## src/rtl/mpg_pkg.sv

```systemverilog
package mpg_pkg;
  localparam int PH_COUNT = 4;
  localparam int DIV_BITS = 2;
  localparam int Q_BITS   = $clog2(PH_COUNT);

  typedef enum logic [Q_BITS-1:0] {
    Q_FIRST  = 2'd0,
    Q_SECOND = 2'd1,
    Q_THIRD  = 2'd2,
    Q_FOURTH = 2'd3
  } quarter_e;

  // Quarter index: high half of div2 comes first, high clock level first.
  function automatic quarter_e quarter_of(input logic div2, input logic clk_lvl);
    return quarter_e'({~div2, ~clk_lvl});
  endfunction
endpackage

```

## src/rtl/mpg_rst_sync.sv

```systemverilog
module mpg_rst_sync #(
  parameter int STAGES = 2
) (
  input  logic clk,
  input  logic rst_n,
  output logic rst_sync_n
);
  logic [STAGES-1:0] sync_q;
  logic [STAGES-1:0] sync_d;

  always_comb begin
    sync_d = {sync_q[STAGES-2:0], 1'b1};
  end

  always_ff @(posedge clk or negedge rst_n) begin
    if (!rst_n) sync_q <= '0;
    else        sync_q <= sync_d;
  end

  assign rst_sync_n = sync_q[STAGES-1];
endmodule

```

## src/rtl/mpg_divider.sv

```systemverilog
module mpg_divider #(
  parameter int DIV_BITS = mpg_pkg::DIV_BITS
) (
  input  logic                clk,
  input  logic                rst_n,
  input  logic                clr,
  input  logic                en,
  output logic [DIV_BITS-1:0] div_o,
  output logic                run_o
);
  logic [DIV_BITS-1:0] cnt_q, cnt_d;
  logic                run_q, run_d;
  logic                adv;

  assign adv = en & ~clr;

  always_comb begin
    cnt_d = cnt_q;
    run_d = 1'b0;
    if (clr) begin
      cnt_d = '0;
    end else if (adv) begin
      cnt_d = cnt_q + 1'b1;
      run_d = 1'b1;
    end
  end

  always_ff @(posedge clk or negedge rst_n) begin
    if (!rst_n) begin
      cnt_q <= '0;
      run_q <= 1'b0;
    end else begin
      cnt_q <= cnt_d;
      run_q <= run_d;
    end
  end

  assign div_o = cnt_q;
  assign run_o = run_q;

  a_r1_div2_toggles: assert property (@(posedge clk) disable iff (!rst_n)
    (en && !clr) |=> (cnt_q[0] != $past(cnt_q[0])));

  a_r2_div4_toggles: assert property (@(posedge clk) disable iff (!rst_n)
    (en && !clr && cnt_q[0]) |=> (cnt_q[1] != $past(cnt_q[1])));

  a_r3_hold_when_idle: assert property (@(posedge clk) disable iff (!rst_n)
    (!en && !clr) |=> ($stable(cnt_q) && !run_q));

  a_r4_clear_zeroes: assert property (@(posedge clk) disable iff (!rst_n)
    clr |=> (cnt_q == '0 && !run_q));
endmodule

```

## src/rtl/mpg_phase_decode.sv

```systemverilog
module mpg_phase_decode
  import mpg_pkg::*;
#(
  parameter int PH_COUNT = mpg_pkg::PH_COUNT
) (
  input  logic                clk_lvl,
  input  logic                rst_n,
  input  logic                div2,
  input  logic                run,
  output logic [PH_COUNT-1:0] ph_o,
  output logic                ph_mid_o
);
  quarter_e q;

  always_comb begin
    q = quarter_of(div2, clk_lvl);
  end

  for (genvar i = 0; i < PH_COUNT; i++) begin : g_phase
    assign ph_o[i] = run & (q == quarter_e'(i));
  end

  assign ph_mid_o = run & ((q == Q_SECOND) | (q == Q_THIRD));

  a_r5_onehot_rise: assert property (@(posedge clk_lvl) disable iff (!rst_n)
    $onehot0(ph_o));

  a_r5_onehot_fall: assert property (@(negedge clk_lvl) disable iff (!rst_n)
    $onehot0(ph_o));
endmodule

```

## src/rtl/mphase_pulse_gen.sv

```systemverilog
module mphase_pulse_gen
  import mpg_pkg::*;
(
  input  logic                clk_in,
  input  logic                rst_n,
  input  logic                clr,
  input  logic                en,
  output logic                div2_o,
  output logic                div4_o,
  output logic [PH_COUNT-1:0] ph_o,
  output logic                ph_mid_o
);
  localparam int RST_STAGES = 2;

  logic                rst_sync_n;
  logic [DIV_BITS-1:0] div_w;
  logic                run_w;

  mpg_rst_sync #(.STAGES(RST_STAGES)) u_rst (
    .clk        (clk_in),
    .rst_n      (rst_n),
    .rst_sync_n (rst_sync_n)
  );

  mpg_divider #(.DIV_BITS(DIV_BITS)) u_div (
    .clk   (clk_in),
    .rst_n (rst_sync_n),
    .clr   (clr),
    .en    (en),
    .div_o (div_w),
    .run_o (run_w)
  );

  mpg_phase_decode #(.PH_COUNT(PH_COUNT)) u_dec (
    .clk_lvl  (clk_in),
    .rst_n    (rst_sync_n),
    .div2     (div_w[0]),
    .run      (run_w),
    .ph_o     (ph_o),
    .ph_mid_o (ph_mid_o)
  );

  assign div2_o = div_w[0];
  assign div4_o = div_w[1];

  // Sampled at a falling edge the clock level is high; at a rising edge it is low.
  a_r6_first_quarter: assert property (@(negedge clk_in) disable iff (!rst_sync_n)
    (run_w && div2_o) |-> ph_o[0]);

  a_r6_third_quarter: assert property (@(negedge clk_in) disable iff (!rst_sync_n)
    (run_w && !div2_o) |-> ph_o[2]);

  a_r6_second_quarter: assert property (@(posedge clk_in) disable iff (!rst_sync_n)
    (run_w && div2_o) |-> ph_o[1]);

  a_r6_fourth_quarter: assert property (@(posedge clk_in) disable iff (!rst_sync_n)
    (run_w && !div2_o) |-> ph_o[3]);

  a_r4_pulses_cleared: assert property (@(posedge clk_in) disable iff (!rst_sync_n)
    clr |=> (ph_o == '0 && !ph_mid_o && !div2_o && !div4_o));
endmodule

```

## config.mk

```make
export PLATFORM = sky130hd
export DESIGN_NAME = mphase_pulse_gen
export DESIGN_NICKNAME = d
export VERILOG_FILES = /design/src/rtl/mpg_pkg.sv /design/src/rtl/mpg_rst_sync.sv /design/src/rtl/mpg_divider.sv /design/src/rtl/mpg_phase_decode.sv /design/src/rtl/mphase_pulse_gen.sv
export SDC_FILE = /design/constraint.sdc
export NUM_CORES = 1
export LEC_CHECK = 0
export ABC_AREA = 1
export ABC_CLOCK_PERIOD_IN_PS = 1200
export BUFFER_PORTS_ARGS = -buffer_cell sky130_fd_sc_hd__buf_2
export CAP_MARGIN = 20
export CORE_AREA = 2 2 39 41
export DETAILED_ROUTE_END_ITERATION = 8
export DIE_AREA = 0 0 41 43
export SYNTH_ARGS = -nofsm -noshare
export SYNTH_HDL_FRONTEND = slang
export SYNTH_SLANG_ARGS = --single-unit
```

## constraint.sdc

```tcl
create_clock -name clk_in -period 1.2 [get_ports clk_in]
set_input_delay 0.12 -clock clk_in [delete_from_list [all_inputs] [get_ports clk_in]]
set_output_delay 0.12 -clock clk_in [all_outputs]
set_load 0.1 [all_outputs]
```

; ---- Yosys cells after proc, flatten, opt, wreduce, memory -nomap -nowiden
; Cells that the tools add are included.
[word_totals]
ff_bits = 5
inputBits = 4
output_inout_bits = 7
elab_cells = 23
[op_classes]
n_addsub = 1
eq_ne = 3
muxes = 4
bitwise = 10
n_reduce_logical = 2
[ops]
columns = op, n
row1 = $and 1x1->1, 6
row2 = $eq 2x2->1 const B, 2
row3 = $mux 2, 2
row4 = $not 1->1, 3
row5 = $add 2x1->2 const B, 1
row6 = $eq 2x1->1 const B, 1
row7 = $logic_not 2->1, 1
row8 = $mux 1, 2
row9 = $reduce_bool 2->1, 1
row10 = $or 1x1->1, 1

; ---- Depth between registers and ports, before layout
; Gate-level depths: netlist (run 1).
[depth]
ltp_word = 4
depth_mapped = 4
mapped_depth_nobuf = 4

; ---- Cells and area by module
; Synthesis (run 1) repeated with hierarchy kept, for this count alone.
[unflattened]
cells_unflattened = 33
area_unflattened_um2 = 269.0
[modules_own_cells]
columns = module, instances, cells_per_inst, area_per_inst_um2, seq_area_each_um2
row1 = mpg_divider, 1, 14, 120.1, 75.1
row2 = mpg_phase_decode, 1, 16, 95.1, 0.0
row3 = mpg_rst_sync, 1, 3, 53.8, 50.0

==> results.yml, run 1 <==
route:
  wl_um: 648
  wire_per_inst_um: 9.26
  vias: 267
  top_layer_used: "met4"
  first_iter_violations: 0
  wl_met3_um: 42
  m1WireLength_um: 250
  drc: 0
  wl_met2_um: 347
  firstDrtPassIters: 1
  viasPerCell: 3.81
  drtAntennaViolNets: 0
layout:
  drive_gt1_share_pct: 68.5
  nets: 63
  final_cell_area_sq_um: 628
  syn2layout_area_growth_pct: 133
  diodes: 0
  fin_util_pct: 45.4
synthesis:
  synth_seq_area_share_pct: 46.5
  synth_top_area_share_pct: 46.5
  synth_edf_count: 0
  netlist_instances: 32
  synth_area_leader_cell: "dfrtp_1"
  synthTopCellsByArea: "dfrtp_1, ha_1, inv_1"
  ys.flop_type: "dfrtp_1"
  synth_warnings: 0
  synth_fp_nets: 40
  synth-seq-cells: 5
  synth_area_sq_um: 269
  synthTopCellsByCount: "inv_1, nand2_1, dfrtp_1"
  synth_cell_types: 9
  async_reset_ff_share_pct: 100
  yosysMostFrequentCell: "inv_1"
  syn_avg_cell_area_sq_um: 8.41
global_route:
  grt_max_degree: 6
  grt_pass1_wl_um: 1140
  antenna_found_initial: 0
  grt_usage_pct: 11.2
  gr-total-overflow: 0
  grt_pass1_vias: 376
cts:
  cts_tree: "built"
  clkLatencyLatePin_ps: 210
  clk_pin_slew_worst_paths_ps: 60
floorplanning:
  dieArea_sq_um: 1760
  placementRows: 14
  start_util_pct: 19.4
  die_h_um: 43
  num_io_pins: 11
  die-width_um: 41
  fp.coreArea_sq_um: 1380
sta:
  finalClockSkew_ps: 0.181
  slew_violations: 0
  setup_viol_count_final: 9
  hold_violations: 0
  post-route-worst-setup-slack_ps: -284
  rsz0062_at_grt: "yes"
placed_design:
  hpwl_um: 408
  gp_congestion: 0.702
  portBuffers: 10
  placed_area_sq_um: 430
setup_path:
  endpoint_kind: "output pin"
  crit_arrival_ps: 1360
  crit_path_start_kind: "clock port"
  crit_type: "clk -> out"
  crit_fanout: 3
  cp.required_ps: 1080
pwr:
  p_per_area_nw_per_um2: 2430
  ir_drop_mv: 0.829
  leakage_nw: 0.273
flow_run:
  max_cap_violations: 0
status:
  status: "complete, but fails checks"
  failed_checks: "setup timing"
min_path:
  min_path_type: "reg -> async"
routing by layer:
layer,track usage [%],vias up
met3,11.5,2
met1,7.17,123
met2,10.3,9
met5,0,-
li1,-,133
met4,22.7,0
path summary, 6_finish.rpt:
| path | slack (ps) | depth (start not counted) | from | endpoint |
|---|---|---|---|---|
| hold / removal | 50 | 0 | u_rst.sync_q[1] | u_div.div_o[0] |
| hold reg to reg | 50 | 0 | u_rst.sync_q[1] | u_div.div_o[0] |
| setup reg to reg | 260 | 3 | u_div.div_o[0] | u_div.div_o[1] |
| setup / recovery | -280 | 7 | clk_in | ph_mid_o |
| max in group asynchronous | 890 | 2 | rst_n | u_rst.sync_q[1] |
| min in group clk_in | 60 | 2 | clr | u_div.run_o |
critical path, cell delays in order:
cell and delay [ps]:
buf_8 100, buf_8 110, inv_4 50, ha_4 190, nand2_4 60, clkinvlp_4 80
buf_12 160
metrics by stage:
| stage | hold slack, ps | TNS (ps) | total power [mW] | setup slack, ps | instances |
|---|---|---|---|---|---|
| finish | 52.5 | -1300 | 1.53 | -284 | 70 |
| global route | 58.0 | -1450 | 1.62 | -314 | 70 |
| CTS | 24.8 | -1440 | 1.50 | -324 | 70 |
| detailed placement | -93.2 | -1140 | 0.742 | -312 | 60 |
| global placement | -95.4 | -1130 | 0.741 | -312 | 60 |
| floorplan | -176 | -1500 | 0.675 | -319 | 32 |
cells in the final DEF, fill, tap and decap left out, types with 2 or more instances in the layout:
| cell | count |
|---|---|
| buf_12 | 7 |
| clkinvlp_4 | 5 |
| nand2_1 | 5 |
| clkbuf_4 | 4 |
| inv_1 | 3 |
| ha_4 | 3 |
| buf_2 | 3 |
| inv_4 | 2 |
| nand2_2 | 2 |
| nor2_1 | 2 |
| buf_8 | 2 |
| buf_4 | 2 |
| dfrtp_2 | 2 |
| dfrtp_1 | 2 |
layout make-up:
cell class                      instances  area, sq um
Clock buffer                           12          168
Clock inverter                          8         51.3
Inverter                                3         13.8
Timing Repair Buffer                    8         83.8
Tap cell                               16         20.0
Multi-Input combinational cell         18          160
Sequential cell                         5          131
Fill cell                             146          756
timing repair:
item	CTS	global route
buffers inserted	1	1
endpoints found under the hold margin	2	0
pin swaps	1	1
endpoints found under the setup margin	15	15
gates cloned	0	0
hold buffers	1	0
gates resized for setup	32	3
cells by family after synthesis:
group                    Yosys count  share of synthesized area, %
AO/OA/AOI/OAI                      2                          5.12
adder cells (fa/ha/maj)            4                          18.6
buffers and inverters              9                          12.6
flip-flops                         5                          46.5
other                              1                          1.39
AND/OR/NAND/NOR                   11                          15.8
registers in the layout, indices dropped and copies added (netlist names):
register	count
u_div.run_o	1
u_div.div_o	2
u_rst.sync_q	2
power by group:
group | total (mW) | internal [mW] | switching (mW)
Sequential | 0.196 | 0.181 | 0.0150
Clock | 1.24 | 0.633 | 0.603
Combinational | 0.0944 | 0.0375 | 0.0569
Total | 1.53 | 0.851 | 0.675
Power figures use the tool's default switching activity.
==> run 2: changes to the inputs <==
- ABC_AREA: 1 -> not set
- ABC_CLOCK_PERIOD_IN_PS: 1200 -> 1800
- clock period: 1.2 -> 1.8 ns (I/O delays scaled with it)
==> run 2 against run 1 <==
Effect of this change: synthesized cell count down 28%; highest routed layer is now met3; the flow now finishes without violations; hold slack got worse by 9.8 ps; largest cell class is now multi-input combinational cells; core utilization fell by 9.5 points; clock-buffer cell count shrank 2.
==> results.yml, run 2 <==
sta:
  slew_violations: 0
  setup_viol_count_final: 0
  fin_tns_setup_ps: 0
  rsz0062_at_grt: "yes"
  finalClockSkew_ps: 145
  hold_violations: 0
setup_path:
  crit_path_start_kind: "clock port"
  crit_cells: 5
  path_cells: "clkbuf_4, buf_4, ha_4, and2_4, buf_12"
  cp_num_buf_inv: 3
  crit_type: "clk -> out"
  cp.required_ps: 1620
  reg2reg_from: "u_div.div_o[0]"
  endpoint_kind: "output pin"
  r2r_slack_ps: 910
  crit_slowest_cell: "buf_12"
  crit_fanout: 2
  reg2reg_depth: 2
  slowest_delay_ps: 160
  crit_arrival_ps: 1610
  rr_endpoint: "u_div.div_o[1]"
  cp_top_family: "buffers and inverters"
synthesis:
  synthTopCellsByArea: "dfrtp_1, ha_1, and2_1"
  synth_area_sq_um: 263
  synth_area_leader_cell: "dfrtp_1"
  async_reset_ff_share_pct: 100
  netlist_instances: 23
  synthTopCellsByCount: "and2_1, dfrtp_1, ha_1"
  synth_cell_types: 11
  synth_seq_area_share_pct: 47.6
  synth_warnings: 0
  ys.flop_type: "dfrtp_1"
  synth_fp_nets: 31
  syn_avg_cell_area_sq_um: 11.4
  synth_edf_count: 0
  synth_top_area_share_pct: 47.6
  synth-seq-cells: 5
placed_design:
  gp_congestion: 0.674
  hpwl_um: 328
  portBuffers: 10
global_route:
  antenna_found_initial: 0
  grt_usage_pct: 9.71
  grt_max_degree: 8
  gr-total-overflow: 0
  grt_pass1_wl_um: 883
  grt_pass1_vias: 290
pwr:
  clockPowerShare_pct: 77.0
  power_uw: 800
  p_per_area_nw_per_um2: 1610
  p_int_uw: 414
  switching_power_uw: 386
  pwr-share-comb_pct: 6.6
  leakage_nw: 0.231
  netSwitchingFraction_pct: 48.2
  ir_drop_mv: 0.751
  p_seq_share_pct: 16.3
route:
  drc: 0
  wl_um: 530
  first_iter_violations: 4
  viasPerCell: 3.74
  wire_per_inst_um: 9.30
  vias: 213
  drtAntennaViolNets: 0
  firstDrtPassIters: 3
cts:
  cts_tree: "built"
  clkLatencyLatePin_ps: 250
  clk_pin_slew_worst_paths_ps: 50
flow_run:
  max_cap_violations: 0
floorplanning:
  start_util_pct: 19.0
  die_h_um: 43
  placementRows: 14
  num_io_pins: 11
  die-width_um: 41
  fp.coreArea_sq_um: 1380
  dieArea_sq_um: 1760
layout:
  nets: 50
  diodes: 0
  mostFrequentLayoutCell: "buf_2"
  drive_gt1_share_pct: 63.4
  mostFrequentLayoutCells: "buf_2, dfrtp_1"
  syn2layout_area_growth_pct: 89.0
  fin_util_pct: 35.9
status:
  status: "finished, final reports clean"
min_path:
  min_path_type: "reg -> async"
## run 2: through the flow
step / instance area [sq um] / hold slack, ps / setup slack [ps] / cells
6_report: 497 / 42.7 / 12.0 / 57
3_3_place_gp: 340 / -34.2 / 12.8 / 49
4_1_cts: 474 / 44.6 / 1.91 / 57
5_1_grt: 497 / 58.1 / -1.29 / 57
2_1_floorplan: 270 / -116 / 4.02 / 23
3_5_place_dp: 340 / -33.6 / 12.8 / 49
## run 2: cell families after synthesis
logic type | Yosys count | share of synthesized area, %
XOR/XNOR | 1 | 3.33
AO/OA/AOI/OAI | 2 | 7.14
other | 1 | 1.43
adder cells (fa/ha/maj) | 4 | 19.0
buffers and inverters | 2 | 2.86
flip-flops | 5 | 47.6
AND/OR/NAND/NOR | 8 | 18.6
## run 2: cell type report
class | instances | area (sq um)
Inverter | 1 | 3.75
Fill cell | 141 | 887
Timing Repair Buffer | 6 | 35.0
Clock buffer | 10 | 120
Tap cell | 16 | 20.0
Clock inverter | 3 | 11.3
Multi-Input combinational cell | 16 | 178
Sequential cell | 5 | 129
## run 2: worst max-delay path by stage
stage | startpoint | to | slack (ps)
floorplan | u_div.div_o[0] | ph_o[2] | 4
global placement | clk_in | ph_o[1] | 10
detailed placement | clk_in | ph_o[1] | 10
CTS | clk_in | ph_mid_o | 2
global route | clk_in | ph_o[2] | -1
finish | clk_in | ph_o[2] | 10
## run 2: power groups by stage
stage | registers (mW) | logic [mW] | clock network (mW)
detailed placement | 0.132 | 0.0492 | 0.225
CTS | 0.130 | 0.0521 | 0.572
finish | 0.131 | 0.0530 | 0.616
floorplan | 0.158 | 0.0104 | 0.209
global placement | 0.132 | 0.0487 | 0.225
global route | 0.133 | 0.0557 | 0.670
## run 2: layer usage
metal  up-vias  share of wire (%)  routed length [um]  global-route usage [%]
met4         0                  0                   0                    12.0
li1        104                  -                   -                       -
met3         0                 11                  59                    12.0
met5         -                  0                   0                       0
met1        97                 42                 224                    9.87
met2        12                 46                 246                    7.81
## run 2: worst register-to-register path, delay by kind of cell, from the launching register on
kind           cells  cell delay, ps
AO/OA/AOI/OAI      2             300
flip-flops         1             520
## run 2: repair_timing
item	4_1_cts	5_1_grt
pin swaps	0	0
buffers inserted	0	0
resized for setup	23	5
setup endpoints to repair	7	4
endpoints found under the hold margin	2	0
hold buffers	1	0
